--- config.mk ---
export PLATFORM = sky130hd
export DESIGN_NAME = hsir_tx_ctrl
export DESIGN_NICKNAME = d
export VERILOG_FILES = /design/src/rtl/hsir_tx_pkg.sv /design/src/rtl/hsir_tag_fifo.sv /design/src/rtl/hsir_len_counter.sv /design/src/rtl/hsir_tx_seq.sv /design/src/rtl/hsir_tx_ctrl.sv
export SDC_FILE = /design/constraint.sdc
export NUM_CORES = 1
export LEC_CHECK = 0
export BUFFER_PORTS_ARGS = -buffer_cell sky130_fd_sc_hd__buf_2
export CORE_MARGIN = 10
export CORE_UTILIZATION = 55
export DETAILED_ROUTE_END_ITERATION = 10
export MAX_ROUTING_LAYER = met4
export PLACE_DENSITY = 0.73
export SKIP_CTS_REPAIR_TIMING = 1
export SKIP_LAST_GASP = 1
export SYNTH_ARGS = -nofsm -noshare
export SYNTH_HDL_FRONTEND = slang
export SYNTH_SLANG_ARGS = --single-unit
--- constraint.sdc ---
create_clock -name clk -period 5.9 [get_ports clk]
set_clock_uncertainty 0.1 [all_clocks]
set_input_delay 1.77 -clock clk [delete_from_list [all_inputs] [get_ports clk]]
set_output_delay 1.77 -clock clk [all_outputs]
set_load 0.005 [all_outputs]
--- src/rtl/hsir_tx_pkg.sv ---
package hsir_tx_pkg;
  localparam int BYTE_W = 8;

  typedef enum logic [1:0] {
    ST_IDLE  = 2'd0,
    ST_SEND  = 2'd1,
    ST_DRAIN = 2'd2
  } tx_state_e;

  typedef struct packed {
    logic              dma;
    logic              tag;
    logic [BYTE_W-1:0] data;
  } q_entry_t;
endpackage

--- src/rtl/hsir_tag_fifo.sv ---
module hsir_tag_fifo
  import hsir_tx_pkg::*;
#(
  parameter int DEPTH = 16
) (
  input  logic     clk,
  input  logic     rst_n,
  input  logic     push,
  input  q_entry_t push_ent,
  input  logic     pop,
  output q_entry_t head,
  output logic     empty
);
  localparam int PTR_W = (DEPTH > 1) ? $clog2(DEPTH) : 1;
  localparam int CNT_W = $clog2(DEPTH + 1);
  localparam logic [PTR_W-1:0] LAST_PTR = PTR_W'(DEPTH - 1);
  localparam logic [CNT_W-1:0] FULL_CNT = CNT_W'(DEPTH);

  q_entry_t         mem [DEPTH];
  logic [PTR_W-1:0] wptr, wptr_n, rptr, rptr_n;
  logic [CNT_W-1:0] cnt, cnt_n;
  logic             do_push, do_pop;

  assign empty   = (cnt == '0);
  assign do_push = push && (cnt != FULL_CNT);
  assign do_pop  = pop && !empty;
  assign head    = mem[rptr];

  always_comb begin
    wptr_n = wptr;
    rptr_n = rptr;
    cnt_n  = cnt;
    if (do_push) wptr_n = (wptr == LAST_PTR) ? '0 : wptr + PTR_W'(1);
    if (do_pop)  rptr_n = (rptr == LAST_PTR) ? '0 : rptr + PTR_W'(1);
    if (do_push && !do_pop) cnt_n = cnt + CNT_W'(1);
    else if (do_pop && !do_push) cnt_n = cnt - CNT_W'(1);
  end

  always_ff @(posedge clk) begin
    if (do_push) mem[wptr] <= push_ent;
  end

  always_ff @(posedge clk or negedge rst_n) begin
    if (!rst_n) begin
      wptr <= '0;
      rptr <= '0;
      cnt  <= '0;
    end else begin
      wptr <= wptr_n;
      rptr <= rptr_n;
      cnt  <= cnt_n;
    end
  end
endmodule

--- src/rtl/hsir_len_counter.sv ---
module hsir_len_counter #(
  parameter int LEN_W = 12
) (
  input  logic             clk,
  input  logic             rst_n,
  input  logic             load,
  input  logic [LEN_W-1:0] load_val,
  input  logic             step,
  output logic             at_last
);
  logic [LEN_W-1:0] cnt, cnt_n;

  assign at_last = (cnt == LEN_W'(1));

  always_comb begin
    cnt_n = cnt;
    if (load) cnt_n = load_val;
    else if (step && (cnt != '0)) cnt_n = cnt - LEN_W'(1);
  end

  always_ff @(posedge clk or negedge rst_n) begin
    if (!rst_n) cnt <= '0;
    else        cnt <= cnt_n;
  end
endmodule

--- src/rtl/hsir_tx_seq.sv ---
module hsir_tx_seq
  import hsir_tx_pkg::*;
(
  input  logic     clk,
  input  logic     rst_n,
  input  logic     empty,
  input  q_entry_t head,
  input  logic     fr_ready,
  input  logic     len_on_dma,
  input  logic     cnt_last,
  input  logic     halted,
  input  logic     urun_flag,
  output logic     pop,
  output logic     cnt_load,
  output logic     cnt_step,
  output logic     fr_valid,
  output logic     fr_eof,
  output logic     fr_abort,
  output logic     frame_ok,
  output logic     drain_end
);
  tx_state_e state, state_n;
  logic      counted, byte_end;

  assign counted  = (head.dma == len_on_dma);
  assign byte_end = head.tag || (cnt_last && counted);

  always_comb begin
    state_n   = state;
    pop       = 1'b0;
    cnt_load  = 1'b0;
    fr_valid  = 1'b0;
    fr_eof    = 1'b0;
    fr_abort  = 1'b0;
    frame_ok  = 1'b0;
    drain_end = 1'b0;
    case (state)
      ST_IDLE: begin
        if (!empty && !halted && !urun_flag) begin
          cnt_load = 1'b1;
          state_n  = ST_SEND;
        end
      end
      ST_SEND: begin
        if (!empty) begin
          fr_valid = 1'b1;
          fr_eof   = byte_end;
          if (fr_ready) begin
            pop = 1'b1;
            if (byte_end) begin
              frame_ok = 1'b1;
              state_n  = ST_IDLE;
            end
          end
        end else if (fr_ready) begin
          fr_abort = 1'b1;
          state_n  = ST_DRAIN;
        end
      end
      ST_DRAIN: begin
        if (!empty) begin
          pop = 1'b1;
          if (byte_end) begin
            drain_end = 1'b1;
            state_n   = ST_IDLE;
          end
        end
      end
      default: state_n = ST_IDLE;
    endcase
    cnt_step = pop && counted;
  end

  always_ff @(posedge clk or negedge rst_n) begin
    if (!rst_n) state <= ST_IDLE;
    else        state <= state_n;
  end
endmodule

--- src/rtl/hsir_tx_ctrl.sv ---
module hsir_tx_ctrl
  import hsir_tx_pkg::*;
#(
  parameter int FIFO_DEPTH = 16,
  parameter int LEN_W      = 12
) (
  input  logic              clk,
  input  logic              rst_n,
  input  logic              wr_en,
  input  logic [BYTE_W-1:0] wr_data,
  input  logic              wr_dma,
  input  logic              wr_tc,
  input  logic              eot_set,
  input  logic [LEN_W-1:0]  len_cfg,
  input  logic              len_on_dma,
  input  logic              stop_mode,
  input  logic              halt_clr,
  input  logic              urun_clr,
  input  logic              fr_ready,
  output logic              fr_valid,
  output logic [BYTE_W-1:0] fr_data,
  output logic              fr_eof,
  output logic              fr_abort,
  output logic              halted,
  output logic              urun_flag,
  output logic              irq
);
  logic     eot_armed, eot_armed_n, halted_n, urun_n;
  q_entry_t wr_ent, head;
  logic     empty, pop, cnt_load, cnt_step, cnt_last, frame_ok, drain_end;

  // End tag: terminal count for DMA writes, armed marker for PIO writes
  always_comb begin
    wr_ent.data = wr_data;
    wr_ent.dma  = wr_dma;
    wr_ent.tag  = wr_dma ? wr_tc : eot_armed;
  end

  always_comb begin
    eot_armed_n = eot_armed;
    if (eot_set) eot_armed_n = 1'b1;
    else if (wr_en && !wr_dma) eot_armed_n = 1'b0;

    halted_n = halted;
    if (frame_ok && stop_mode) halted_n = 1'b1;
    else if (halt_clr) halted_n = 1'b0;

    urun_n = urun_flag;
    if (drain_end) urun_n = 1'b1;
    else if (urun_clr) urun_n = 1'b0;
  end

  always_ff @(posedge clk or negedge rst_n) begin
    if (!rst_n) begin
      eot_armed <= 1'b0;
      halted    <= 1'b0;
      urun_flag <= 1'b0;
    end else begin
      eot_armed <= eot_armed_n;
      halted    <= halted_n;
      urun_flag <= urun_n;
    end
  end

  assign irq     = halted | urun_flag;
  assign fr_data = head.data;

  hsir_tag_fifo #(.DEPTH(FIFO_DEPTH)) u_fifo (
    .clk      (clk),
    .rst_n    (rst_n),
    .push     (wr_en),
    .push_ent (wr_ent),
    .pop      (pop),
    .head     (head),
    .empty    (empty)
  );

  hsir_len_counter #(.LEN_W(LEN_W)) u_len (
    .clk      (clk),
    .rst_n    (rst_n),
    .load     (cnt_load),
    .load_val (len_cfg),
    .step     (cnt_step),
    .at_last  (cnt_last)
  );

  hsir_tx_seq u_seq (
    .clk        (clk),
    .rst_n      (rst_n),
    .empty      (empty),
    .head       (head),
    .fr_ready   (fr_ready),
    .len_on_dma (len_on_dma),
    .cnt_last   (cnt_last),
    .halted     (halted),
    .urun_flag  (urun_flag),
    .pop        (pop),
    .cnt_load   (cnt_load),
    .cnt_step   (cnt_step),
    .fr_valid   (fr_valid),
    .fr_eof     (fr_eof),
    .fr_abort   (fr_abort),
    .frame_ok   (frame_ok),
    .drain_end  (drain_end)
  );
endmodule

==> results.cfg, run 1 <==
[status]
outcome = finished, final reports clean

[timing]
max_slew_margin_pct = 45.83
tightestPinTransition_ps = 812.6
period_share_pct = 81.15
finalHoldViolCount = 0
max_clock_freq_mhz = 208.9
fin_tns_setup_ps = 0
maxSlewViolCount = 0
setup_violations = 0
finalWorstPathRequiredPeriod_ps = 4788
grt_setup_unrepaired = false

[worst_hold_path]
worstHoldPathType = reg -> reg

[route]
drc = 0
drt_wl_total_microns = 16760
drt-pass1-iter-count = 5
drtIter0Drc = 409
wire_per_inst_microns = 23.02
avgViaCountPerCell = 6.026
via_count = 4387
final_antenna_net_count = 0

[critical_path]
worst_path_largest_cell_delay_ps = 870
worst_setup_path_end_kind = output port
critPathSlowestCell = sky130_fd_sc_hd__dfrtp_1
startpoint_type = register
crit_path_cell_trace = mux4_2, mux2_4, a22oi_4, xnor2_1, o21a_1, nor2_1, buf_2
crit_fanout = 15
setup.worst_path.class = reg -> out
cp.arrival_ps = 2920
worst_ep_required_time_ps = 4030

[finish]
mostFrequentLayoutCells = sky130_fd_sc_hd__edfxtp_1, sky130_fd_sc_hd__mux4_2, sky130_fd_sc_hd__buf_2, sky130_fd_sc_hd__nor2_1, sky130_fd_sc_hd__dfrtp_1
post_route_cells_drive_above_1_share_pct = 27.62
layout.nets = 578
nFillCells = 1005
layout_commonest_cell = sky130_fd_sc_hd__edfxtp_1
synthToLayoutAreaGrowth_pct = 13.93
post-route-cell-area_sq_um = 9170
final_cell_count_no_fill = 728

[grt]
grt_pass1_wl_microns = 26130
grt_max_degree = 35
global_route.usage.total_pct = 17.80
grt_antenna_before_repair = 1
globalRoute.totalOverflow = 0
grt_pass1_vias = 4504

[die]
design.portCount = 45
initial_core_util_pct = 55.80
die-area_sq_um = 19870
fp-row-count = 44
die_width_microns = 141.0
vertical_die_dimension_microns = 141.0
core_region_area_sq_um = 14420

[place]
count_of_buffers_inserted_at_the_top_level_ports = 44
dp_cells = 695
routabilityCongestion = 0.8184
dpl_cell_area_sq_um = 8566
dp_hpwl_microns = 10360

[synthesis]
synth.distinct_cells = 53
post_synthesis_cell_count = 467
synthesis.nets = 515
synth.yosys.seq_area_share_pct = 69.02
ys.warnings.count = 0
share_of_flip_flops_with_an_asynchronous_set_or_reset_pct = 15.79
postSynthAreaPerCell_sq_um = 17.24
synth_seq_cells = 190
synth-edff-count = 160
mappedNetlistArea_sq_um = 8049
ys_dominant_reg_cell = sky130_fd_sc_hd__edfxtp_1

[power_and_ir_drop]
p_per_area_nw_per_um2 = 485.8
power.total_mw = 4.455
irDropWorstVdd_uv = 257.7
leakagePower_nw = 3.206

[clock_tree]
tritoncts.num_buffers = 17
htree_levels = 4
numClockSinks = 190
clk_path_buf_depth = 2
cts_tree = yes
cts.root.buffer_cell = sky130_fd_sc_hd__clkbuf_16
insertion_delay_ps = 420
path_clk_slew_ps = 70

[job]
maxCapViolCount = 0
==> final timing paths <==
path	startpoint	end	slack, ps	cells after the start
setup / recovery	u_fifo.rptr[2]	fr_eof	1110	7
hold / removal	eot_armed	eot_armed	380	1
setup reg to reg	u_fifo.cnt[0]	u_fifo.cnt[4]	2660	10
hold reg to reg	eot_armed	eot_armed	380	1
max in group asynchronous	rst_n	u_fifo.rptr[0]	3900	1
min in group asynchronous	rst_n	u_len.cnt[9]	1290	1
==> area by class of cell <==
type,count,area (sq um),share of cell area (%)
Sequential cell,190,5557,60.59
Multi-Input combinational cell,240,2345,25.57
Clock buffer,18,429.2,4.680
Timing Repair Buffer,64,370.4,4.039
Tap cell,184,230.2,2.511
Clock inverter,14,172.7,1.883
Inverter,17,63.81,0.6959
Antenna cell,1,2.502,0.02729
==> sequential cells by signal, indices dropped and copies added (netlist names) <==
register / flops
eot_armed: 1
halted: 1
u_fifo.cnt: 5
u_fifo.mem: 160
u_fifo.rptr: 4
u_fifo.wptr: 4
u_len.cnt: 12
u_seq.state: 2
urun_flag: 1
==> synthesized netlist by cell type (all sizes together), types with 2 or more instances <==
master  instances  area share (%)
mux2i           7            0.87
xor2            2            0.22
clkbuf         11            0.51
a21oi           6            0.37
o41ai           2            0.22
a21o            5            0.47
or4             3            0.28
a22o            2            0.22
a31oi           9            0.70
or3             6            0.47
nand2b          4            0.31
o211ai          2            0.25
nor4            3            0.31
nand3           8            0.50
or2             2            0.16
o21ai          17             1.1
nor3           10            0.62
xnor2           8            0.87
mux2            4            0.61
inv            17            0.79
dfrtp          30             9.3
ha             16             2.5
buf             9            0.54
nand2          25             1.2
edfxtp        160              60
o21a            2            0.19
mux4           47              13
o31ai           2            0.19
nor2           32             1.5
==> metal layers <==
| metal | part of all wire [%] | wire [microns] | global-route usage (%) |
|---|---|---|---|
| met1 | 42 | 7027 | 23.10 |
| met2 | 50 | 8444 | 27.46 |
| met3 | 6.7 | 1131 | 5.106 |
| met4 | 0.91 | 153 | 4.076 |
| met5 | 0 | 0 | - |
==> through the flow <==
step / worst slack (ps) / hold slack, ps / utilization [%]
2_1_floorplan: 1596 / 345.2 / -
3_3_place_gp: 1481 / 354.8 / 59.39
3_5_place_dp: 1468 / 370.7 / 59.39
4_1_cts: 1106 / 387.3 / 63.56
5_1_grt: 922.9 / 425.0 / 63.58
6_report: 1112 / 384.2 / 63.58
==> worst max-delay path, delay by kind of cell (launching register included) <==
family	cells	cell delay (ps)
DFF	1	870
muxes	2	730
AOI/OAI and AO/OA	2	530
xor gates and xnor gates	1	180
buffers and inverters	1	120
and+or+nand+nor	1	50
==> power breakdown <==
part | leakage [nW] | switching, mW | internal [mW]
Sequential | 1.80 | 0.212 | 1.66
Combinational | 1.12 | 0.714 | 0.705
Clock | 0.290 | 0.516 | 0.644
Total | 3.21 | 1.44 | 3.01
==> cells by family (layout without fill, tap and decap cells) <==
kind of cell | Yosys count | count (layout) | synth area share (%)
DFF | 190 | 190 | 69.02
and+or+nand+nor | 101 | 101 | 6.094
muxes | 58 | 58 | 14.67
AOI/OAI and AO/OA | 54 | 54 | 4.539
buffers and inverters | 37 | 113 | 1.850
adders and majority gates | 17 | 17 | 2.736
xor gates and xnor gates | 10 | 10 | 1.088
other | 0 | 1 | 0
No activity file was read; power rests on OpenSTA's default activity.
==> run 2, diff against run 1 <==
ABC_AREA = 1   (was unset)
clock period = 4.8 ns   (was 5.9 ns; I/O delays follow)
==> results.cfg, run 2 <==
[status]
outcome = finished, final reports clean

[route]
drt-pass1-iter-count = 5
via_count = 5868
wire_per_inst_microns = 18.50
final_antenna_net_count = 0
avgViaCountPerCell = 5.804
drtIter0Drc = 599
drc = 0
drt_wl_total_microns = 18700

[synthesis]
synth.area.top_cells = sky130_fd_sc_hd__edfxtp_1, sky130_fd_sc_hd__dfrtp_1, sky130_fd_sc_hd__o21ai_0
share_of_flip_flops_with_an_asynchronous_set_or_reset_pct = 15.79
post_synthesis_cell_count = 759
synthDominantCellAreaShare_pct = 57.11
postSynthAreaPerCell_sq_um = 11.08
synth.most_common_cell = sky130_fd_sc_hd__edfxtp_1
synth.yosys.seq_area_share_pct = 66.03
synth-edff-count = 160
synthesis.nets = 807
mappedNetlistArea_sq_um = 8413
ys.warnings.count = 0
synth_seq_cells = 190
cell_type_with_the_largest_total_area_after_synthesis = sky130_fd_sc_hd__edfxtp_1
synth.distinct_cells = 39
ys_dominant_reg_cell = sky130_fd_sc_hd__edfxtp_1
synth_commonest_cells = sky130_fd_sc_hd__edfxtp_1, sky130_fd_sc_hd__nand2_1, sky130_fd_sc_hd__nor2_1

[critical_path]
critPathSlowestCell = sky130_fd_sc_hd__buf_4
crit_fanout = 82
critPathTopFamily = simple AND/OR/NAND/NOR gates
worst_path_largest_cell_delay_ps = 630
setup.worst_path.class = reg -> out
regToRegSetupSlack_ps = 1800
worst_ep_required_time_ps = 3260
most_frequent_cell_on_the_critical_path = sky130_fd_sc_hd__nand3_1
cp.arrival_ps = 2620
startpoint_type = register
worst_setup_path_end_kind = output port
crit_buf_inv = 2
crit_path_cell_trace = buf_4, nand2_1, nand3_1, nand3_1, nand3_1, nand2_1, nand2_1, nand3_1, a21oi_1, buf_2

[place]
count_of_buffers_inserted_at_the_top_level_ports = 44
dp_hpwl_microns = 11580
routabilityCongestion = 0.8261
dp_cells = 979

[timing]
max_clock_freq_mhz = 240.5
max_slew_margin_pct = 20.55
finalWorstPathRequiredPeriod_ps = 4159
finalHoldViolCount = 0
whs_ps = 404.2
tightestPinTransition_ps = 1187
period_share_pct = 86.64
grt_setup_unrepaired = false
maxSlewViolCount = 0
setup_violations = 0
fin_tns_setup_ps = 0

[grt]
gr-usage-met1_pct = 25.13
globalRoute.totalOverflow = 0
grt_pass1_wl_microns = 29210
met2_track_usage_gr_pct = 29.31
busiest_layer = met2
grt_pass1_vias = 5596
grt_max_degree = 83
grt_antenna_before_repair = 0
global_route.usage.total_pct = 19.14
use_met3_pct = 4.752

[power_and_ir_drop]
p_per_area_nw_per_um2 = 611.7
irDropWorstVdd_uv = 351.0
power.total_mw = 5.770
leakagePower_nw = 3.689

[clock_tree]
htree_levels = 4
cts_tree = yes
numClockSinks = 190
clk_path_buf_depth = 2
cts.root.buffer_cell = sky130_fd_sc_hd__clkbuf_16
tritoncts.num_buffers = 17
path_clk_slew_ps = 70
insertion_delay_ps = 420

[die]
design.portCount = 45
die-area_sq_um = 20640
core_region_area_sq_um = 15090
vertical_die_dimension_microns = 143.7
die_width_microns = 143.7
initial_core_util_pct = 55.75
fp-row-count = 45

[finish]
synthToLayoutAreaGrowth_pct = 12.14
largestRegisters = u_fifo.mem x160, u_len.cnt x12, u_fifo.cnt x5
layout.area.seq_sq_um = 5557
layout_commonest_cell = sky130_fd_sc_hd__edfxtp_1
post_route_cells_drive_above_1_share_pct = 13.85
final_core_util_pct = 62.52
multiInputGateArea_sq_um = 2452
mostFrequentLayoutCells = sky130_fd_sc_hd__edfxtp_1, sky130_fd_sc_hd__nand2_1, sky130_fd_sc_hd__nor2_1, sky130_fd_sc_hd__o21ai_0, sky130_fd_sc_hd__inv_1
n_antenna_cell = 0
layout.nets = 858
largest_reg_flops = 160
top_register = u_fifo.mem
final_cell_count_no_fill = 1011
nFillCells = 1151

[job]
maxCapViolCount = 0

[worst_hold_path]
worstHoldPathType = reg -> reg
==> run 2: cell count changes in the layout (fill, tap and decap cells not counted), sizes merged, moves of 7 or more <==
cell,delta
nand2,+93
nor2,+86
o21ai,+82
mux4,-47
nand3,+38
inv,+35
o22ai,+21
o221ai,+14
mux2i,-7
==> run 2: area by class of cell <==
type	instances	area share [%]
flip-flops and latches	190	58.90
clock inverters	10	1.472
inverters	61	2.427
well taps	188	2.493
repair buffers	65	4.005
multi-input cells	475	25.99
clock buffers	22	4.708
==> run 2: cells by family (layout without fill, tap and decap cells) <==
kind of cell	after synthesis	count (layout)	share of synthesized area, %
xor gates and xnor gates	6	6	0.6246
AOI/OAI and AO/OA	157	157	11.06
muxes	2	2	0.2677
and+or+nand+nor	293	293	14.57
adders and majority gates	17	17	2.617
buffers and inverters	94	158	4.818
DFF	190	190	66.03
==> run 2: worst reg2reg max path, stage by stage (launching register included) <==
cell and delay [ps]:
sky130_fd_sc_hd__dfrtp_1 430, sky130_fd_sc_hd__inv_1 90, sky130_fd_sc_hd__ha_1 240, sky130_fd_sc_hd__nand2_1 100
sky130_fd_sc_hd__inv_1 70, sky130_fd_sc_hd__o211ai_4 330, sky130_fd_sc_hd__ha_1 270, sky130_fd_sc_hd__inv_1 120
sky130_fd_sc_hd__fa_1 460, sky130_fd_sc_hd__a21o_1 180, sky130_fd_sc_hd__a21oi_1 160, sky130_fd_sc_hd__nand2_1 70
sky130_fd_sc_hd__nand2_1 70, sky130_fd_sc_hd__nor2_1 50, sky130_fd_sc_hd__xor2_1 130
==> run 2: worst paths after layout <==
path                           startpoint              to  cells after the start
max in group asynchronous           rst_n  u_fifo.rptr[0]                      1
hold reg to reg             u_fifo.cnt[4]   u_fifo.cnt[4]                      1
hold / removal              u_fifo.cnt[4]   u_fifo.cnt[4]                      1
setup / recovery           u_fifo.rptr[0]          fr_eof                     10
min in group asynchronous           rst_n    u_len.cnt[7]                      1
setup reg to reg           u_seq.state[1]   u_fifo.cnt[4]                     14
==> run 2: stage by stage <==
stage | instance area (sq um) | setup WS [ps]
after floorplan | 8413 | 1383
after global placement | 8851 | 1110
after detailed placement | 8851 | 1038
after CTS | 9434 | 636.8
after global routing | 9434 | 399.7
final | 9434 | 641.2
==> run 2: power by group <==
part           leakage [nW]  switching [mW]  internal, mW
logic                  1.60            1.43         0.722
clock network         0.282           0.578         0.820
registers              1.81           0.163          2.05
total                  3.69            2.18          3.59
==> run 2: metal layers <==
layer	part of all wire, %	wire, microns
met5	0	0
met4	1.3	247
met3	6.8	1279
met2	48	8970
met1	44	8202
